===== config.mk =====
export PLATFORM = sky130hd
export DESIGN_NAME = serial_tick_gen
export DESIGN_NICKNAME = d
export VERILOG_FILES = /design/src/rtl/serial_tick_pkg.sv /design/src/rtl/stg_rate_gen.sv /design/src/rtl/stg_ext_edge.sv /design/src/rtl/stg_gate_fsm.sv /design/src/rtl/serial_tick_gen.sv
export SDC_FILE = /design/constraint.sdc
export NUM_CORES = 1
export LEC_CHECK = 0
export BUFFER_PORTS_ARGS = -buffer_cell sky130_fd_sc_hd__buf_2
export CORE_MARGIN = 2
export CORE_UTILIZATION = 46
export CTS_CLUSTER_DIAMETER = 100
export DETAILED_ROUTE_END_ITERATION = 12
export PLACE_DENSITY = 0.67
export SKIP_LAST_GASP = 1
export SYNTH_ARGS = -nofsm -noshare
export SYNTH_HDL_FRONTEND = slang
export SYNTH_SLANG_ARGS = --single-unit

===== constraint.sdc =====
create_clock -name clk -period 2.3 [get_ports clk]
set_input_delay 0.23 -clock clk [delete_from_list [all_inputs] [get_ports clk]]
set_output_delay 0.23 -clock clk [all_outputs]
set_load 0.01 [all_outputs]

===== src/rtl/serial_tick_pkg.sv =====
package serial_tick_pkg;
    typedef enum logic [1:0] {
        GATE_IDLE = 2'd0,
        GATE_HIGH = 2'd1,
        GATE_LOW  = 2'd2
    } gate_state_e;
endpackage


===== src/rtl/stg_rate_gen.sv =====
module stg_rate_gen #(
    parameter int DIV_W    = 8,
    parameter int OVS      = 16,
    parameter int MIN_HALF = 4
) (
    input  logic             clk,
    input  logic             rst_n,
    input  logic [DIV_W-1:0] divisor,
    input  logic             sync_mode,
    input  logic             restart,
    output logic             half_tick,
    output logic             bit_tick,
    output logic             pin_os,
    output logic             pin_bit
);
    localparam int OVS_W = $clog2(OVS);
    localparam logic [DIV_W-1:0] MIN_DIV = DIV_W'(MIN_HALF - 1);
    localparam logic [OVS_W-1:0] OVS_LAST = OVS_W'(OVS - 1);

    logic [DIV_W-1:0] cnt;
    logic [DIV_W-1:0] eff_div;
    logic             phase;
    logic [OVS_W-1:0] os_cnt;
    logic             os_tick;

    // the gated mode keeps the half period at MIN_HALF clocks or more
    always_comb begin
        if (sync_mode && (divisor < MIN_DIV)) eff_div = MIN_DIV;
        else                                  eff_div = divisor;
    end

    assign half_tick = (cnt >= eff_div);
    assign os_tick   = half_tick & phase;
    assign bit_tick  = os_tick & (os_cnt == OVS_LAST);
    assign pin_os    = phase;
    assign pin_bit   = os_cnt[OVS_W-1];

    always_ff @(posedge clk or negedge rst_n) begin
        if (!rst_n) begin
            cnt    <= '0;
            phase  <= 1'b0;
            os_cnt <= '0;
        end else if (restart) begin
            cnt    <= '0;
            phase  <= 1'b0;
            os_cnt <= '0;
        end else begin
            if (half_tick) begin
                cnt   <= '0;
                phase <= ~phase;
            end else begin
                cnt <= cnt + 1'b1;
            end
            if (os_tick) os_cnt <= os_cnt + 1'b1;
        end
    end
endmodule


===== src/rtl/stg_ext_edge.sv =====
module stg_ext_edge #(
    parameter int STAGES = 2,
    parameter int OVS    = 16
) (
    input  logic clk,
    input  logic rst_n,
    input  logic pin_in,
    output logic rise,
    output logic fall,
    output logic bit_tick
);
    localparam int OVS_W = $clog2(OVS);
    localparam logic [OVS_W-1:0] OVS_LAST = OVS_W'(OVS - 1);

    logic [STAGES-1:0] sync_q;
    logic              prev_q;
    logic [OVS_W-1:0]  edge_cnt;

    for (genvar i = 0; i < STAGES; i++) begin : g_sync
        if (i == 0) begin : g_first
            always_ff @(posedge clk or negedge rst_n) begin
                if (!rst_n) sync_q[0] <= 1'b0;
                else        sync_q[0] <= pin_in;
            end
        end else begin : g_next
            always_ff @(posedge clk or negedge rst_n) begin
                if (!rst_n) sync_q[i] <= 1'b0;
                else        sync_q[i] <= sync_q[i-1];
            end
        end
    end

    assign rise     = sync_q[STAGES-1] & ~prev_q;
    assign fall     = ~sync_q[STAGES-1] & prev_q;
    assign bit_tick = rise & (edge_cnt == OVS_LAST);

    always_ff @(posedge clk or negedge rst_n) begin
        if (!rst_n) begin
            prev_q   <= 1'b0;
            edge_cnt <= '0;
        end else begin
            prev_q <= sync_q[STAGES-1];
            if (rise) edge_cnt <= edge_cnt + 1'b1;
        end
    end
endmodule


===== src/rtl/stg_gate_fsm.sv =====
module stg_gate_fsm
    import serial_tick_pkg::*;
(
    input  logic clk,
    input  logic rst_n,
    input  logic enable,
    input  logic shift_active,
    input  logic half_tick,
    output logic restart,
    output logic rise_evt,
    output logic fall_evt,
    output logic high_next
);
    gate_state_e state_q, state_d;

    always_ff @(posedge clk or negedge rst_n) begin
        if (!rst_n) state_q <= GATE_IDLE;
        else        state_q <= state_d;
    end

    always_comb begin
        state_d = state_q;
        unique case (state_q)
            GATE_IDLE: if (enable && shift_active && half_tick) state_d = GATE_HIGH;
            GATE_HIGH: begin
                if (!enable)        state_d = GATE_IDLE;
                else if (half_tick) state_d = GATE_LOW;
            end
            GATE_LOW: begin
                if (!enable)        state_d = GATE_IDLE;
                else if (half_tick) state_d = shift_active ? GATE_HIGH : GATE_IDLE;
            end
            default: state_d = GATE_IDLE;
        endcase
    end

    assign high_next = (state_d == GATE_HIGH);
    assign rise_evt  = (state_d == GATE_HIGH) && (state_q != GATE_HIGH);
    assign fall_evt  = (state_q == GATE_HIGH) && (state_d == GATE_LOW);
    assign restart   = enable && (state_q == GATE_IDLE) && !shift_active;
endmodule


===== src/rtl/serial_tick_gen.sv =====
module serial_tick_gen #(
    parameter int DIV_W       = 8,
    parameter int OVS         = 16,
    parameter int MIN_HALF    = 4,
    parameter int SYNC_STAGES = 2
) (
    input  logic             clk,
    input  logic             rst_n,
    input  logic             ext_clk_in,
    input  logic [DIV_W-1:0] divisor,
    input  logic             sync_mode,
    input  logic             master,
    input  logic             tx_src_ext,
    input  logic             rx_src_ext,
    input  logic             drive_en,
    input  logic             pin_rate_16x,
    input  logic             shift_active,
    output logic             tx_tick,
    output logic             rx_tick,
    output logic             pin_out,
    output logic             pin_oe
);
    logic gate_en;
    logic restart, half_tick, int_bit, pin_os, pin_bit;
    logic ext_rise, ext_fall, ext_bit;
    logic rise_evt, fall_evt, high_next;

    assign gate_en = sync_mode & master;

    stg_rate_gen #(.DIV_W(DIV_W), .OVS(OVS), .MIN_HALF(MIN_HALF)) u_gen (
        .clk       (clk),
        .rst_n     (rst_n),
        .divisor   (divisor),
        .sync_mode (sync_mode),
        .restart   (restart),
        .half_tick (half_tick),
        .bit_tick  (int_bit),
        .pin_os    (pin_os),
        .pin_bit   (pin_bit)
    );

    stg_ext_edge #(.STAGES(SYNC_STAGES), .OVS(OVS)) u_ext (
        .clk      (clk),
        .rst_n    (rst_n),
        .pin_in   (ext_clk_in),
        .rise     (ext_rise),
        .fall     (ext_fall),
        .bit_tick (ext_bit)
    );

    stg_gate_fsm u_fsm (
        .clk          (clk),
        .rst_n        (rst_n),
        .enable       (gate_en),
        .shift_active (shift_active),
        .half_tick    (half_tick),
        .restart      (restart),
        .rise_evt     (rise_evt),
        .fall_evt     (fall_evt),
        .high_next    (high_next)
    );

    // registered outputs, one process for the whole output set
    always_ff @(posedge clk or negedge rst_n) begin
        if (!rst_n) begin
            tx_tick <= 1'b0;
            rx_tick <= 1'b0;
            pin_out <= 1'b0;
            pin_oe  <= 1'b0;
        end else if (sync_mode && master) begin
            tx_tick <= fall_evt;
            rx_tick <= rise_evt;
            pin_out <= high_next;
            pin_oe  <= 1'b1;
        end else if (sync_mode) begin
            tx_tick <= ext_fall & shift_active;
            rx_tick <= ext_rise & shift_active;
            pin_out <= 1'b0;
            pin_oe  <= 1'b0;
        end else begin
            tx_tick <= tx_src_ext ? ext_bit : int_bit;
            rx_tick <= rx_src_ext ? ext_bit : int_bit;
            pin_out <= drive_en & (pin_rate_16x ? pin_os : pin_bit);
            pin_oe  <= drive_en;
        end
    end
endmodule


==> metrics.md <==
| Metric | Value |
|---|---|
| Core area | `3000 µm²` |
| Leakage | `0.865 nW` |
| Sequential area share after synthesis | `45.3%` |
| Syn nets | `171` |
| Post-Route WL | `2610 µm` |
| GP Congestion | `0.758` |
| Detailed Route Iter0 Violations | `55` |
| Placed cell areas | `1620 µm²` |
| Die width | `59.9 µm` |
| TritonCTS clock tree | `built` |
| Global-route wire length before repair | `4460 µm` |
| Post-CTS setup buffer count | `0` |
| Max Clock Freq | `470 MHz` |
| Initial antenna violation count | `0` |
| Minimum clock period | `2.13 ns` |
| Row cnt | `20` |
| Syn Area/Cell | `10.1 µm²` |
| Commonest cells in the netlist | `dfrtp_1 (26), nor2_1 (14), inv_1 (13)` |
| Num CTS Buffers | `3` |
| Gr ovfl total | `0` |
| Critical Path AT | `2.39 ns` |
| P per Cell Area | `748 nW/µm²` |
| Port Buffers | `21` |
| Slew HR | `62.2%` |
| Worst Max-Slew Pin Slew | `0.567 ns` |
| DR DRC count | `0` |
| Post-Route Skew | `0.00310 ns` |
| Final setup TNS | `0 ns` |
| Gate Count Post-Synth | `142` |
| Min-delay worst type | `input port to flip-flop` |
| Pin count of the biggest net entering global routing | `27` |
| Via count | `1084` |
| #FFs+latches synth | `26` |
| VDD IR max | `0.363 mV` |
| Synth area leaders | `dfrtp_1 (45%), ha_1 (9.6%), nor2_1 (3.7%)` |
| Worst-path cell chain | `inv_1 -> ha_1 -> nand2b_4 -> a2111oi_4 -> o41ai_4 -> or4b_1 -> nand2_1` |
| Die H | `59.9 µm` |
| Bufs and invs on worst path | `1` |
| ANT nets after route | `0` |
| Status | `finished clean` |
| CTS root buf | `clkbuf_4` |
| Nets | `202` |
| Critical Path Max Stage Delay | `0.47 ns` |
| # placed instances | `199` |
| Synthesized area | `1440 µm²` |
| P&R area growth vs syn | `16.4%` |
| Setup violators final | `0` |
| Commonest register cell after synthesis | `dfrtp_1` |
| Full die area | `3590 µm²` |
| Met3 Resource Use GR | `5.19%` |
| Clock Pin Slew Worst Setup and Hold Paths | `0.13 ns` |
| Setup crit end kind | `flip-flop` |
| Startpoint types | `flip-flop` |
| M1 GR Usage | `20.4%` |
| Final worst path period share | `92.5%` |
| Gr usage total | `16.8%` |
| RSZ-0062 raised after global routing | `false` |
| Synth unique cells | `38` |
| Grt peak-use layer | `met2` |
| Hpwl dp | `2050 µm` |
| Fraction of layout cells with a size suffix above 1 | `22.8%` |
| Post-route insts no fill | `204` |
| Initial Utilization | `47.8%` |
| Final Hold Vio Count | `0` |
| H-tree levels | `1` |
| Post-synth ARST share | `100%` |
| EDFF count, synth | `0` |
| WP data required | `2.56 ns` |
| Clock Sink Count | `26` |
| Vias in the first global route | `1065` |
| Yosys top cell area share | `45.3%` |
| CP max FO | `7` |
| Max-slew violations | `0` |
| Yosys top cell by area | `dfrtp_1` |
| N_diodes | `0` |
| Vias per inst | `5.31` |
| Crit Path Class | `flip-flop to flip-flop` |
| Met2 usage | `28.4%` |
| MaxCap Viol Count | `0` |
| Initial DRT Pass Iterations | `4` |
| Max Buffers Root-to-Sink | `2` |
| Most common cell in the netlist | `dfrtp_1` |
| CP top delay family | `simple AND/OR/NAND/NOR gates` |
| Hold slack | `0.154 ns` |
| Synth warn | `0` |
| Crit-path slowest cell | `or4b_1` |
| Clock Latency Late Sink | `0.31 ns` |
| Final Power | `0.00125 W` |
| Design Area, Final | `1670 µm²` |
| IO Count | `22` |
| Routed length per instance | `12.8 µm` |
-- flip-flops by register name, summed over array words and instances, names as in the netlist --
| register | count |
|---|---|
| u_ext.edge_cnt | 4 |
| u_gen.cnt | 8 |
| tx_tick | 1 |
| pin_oe | 1 |
| u_gen.os_cnt | 4 |
| u_gen.pin_os | 1 |
| rx_tick | 1 |
| u_ext.sync_q | 2 |
| pin_out | 1 |
| u_ext.prev_q | 1 |
| u_fsm.state_q | 2 |
-- report_power, final --
group          switching (W)  internal [W]
Combinational       0.000188      0.000205
Sequential          0.000115      0.000555
Clock               0.000126     0.0000614
-- cell families (layout without fill, tap and decap cells) --
group / after synthesis / count (layout) / synth area share (%)
simple gates: 56 / 56 / 21.0
flops: 26 / 26 / 45.3
compound gates: 18 / 18 / 10.6
buf+inv: 18 / 47 / 5.14
fa+ha+maj: 11 / 11 / 9.58
xor+xnor: 10 / 10 / 6.10
mux: 3 / 3 / 2.26
-- cell type report --
cell class,count,area [µm²]
inverters,13,48.8
well taps,33,41.3
repair buffers,31,185
fillers,267,1330
multi-input cells,98,723
clock buffers,3,22.5
flip-flops and latches,26,651
-- worst paths after layout --
check                                               start                         end  slack, ns  cells after the start
worst max-delay path               u_gen.cnt[0]$_DFF_PN0_  u_fsm.state_q[1]$_DFF_PN0_       0.17                      7
worst min-delay path                             drive_en            pin_oe$_DFF_PN0_       0.15                      3
worst max register to register     u_gen.cnt[0]$_DFF_PN0_  u_fsm.state_q[1]$_DFF_PN0_       0.17                      7
worst min register to register  u_ext.sync_q[0]$_DFF_PN0_   u_ext.sync_q[1]$_DFF_PN0_       0.38                      0
max in group asynchronous                           rst_n  u_fsm.state_q[1]$_DFF_PN0_       1.51                      2
min in group asynchronous                           rst_n      u_gen.cnt[7]$_DFF_PN0_       0.42                      2
-- per-layer routing --
metal | vias to the layer above | part of all wire, %
met5 | - | 0
met4 | 0 | 1.1
met3 | 5 | 3.6
met2 | 17 | 49
met1 | 515 | 46
li1 | 547 | -
-- repair_timing --
item | CTS | global route
gates resized for setup | 0 | 1
hold buffers | 2 | 0
endpoints found under the hold margin | 27 | 0
endpoints found under the setup margin | 0 | 7
-- through the flow --
stage	utilization, %	setup slack, ns
after floorplan	-	0.0374
after global placement	53.9	-0.0929
after detailed placement	53.9	-0.201
after CTS	55.3	0.127
after global routing	55.7	0.0452
final	55.7	0.173
-- layout by cell type (no fill, tap or decap), types with 4 or more instances in the layout --
cell,n
nand3_1,7
nor2_1,14
dfrtp_1,26
xnor2_1,4
a21oi_1,5
inv_1,13
xor2_1,6
nand2_1,12
ha_1,11
buf_4,8
nand4_1,4
buf_2,21
-- tightest hold or removal path: stages --
cell and delay [ns]:
buf_2 0.08, nand2b_1 0.07, nand2_1 0.07
Power figures use the tool's default switching activity.
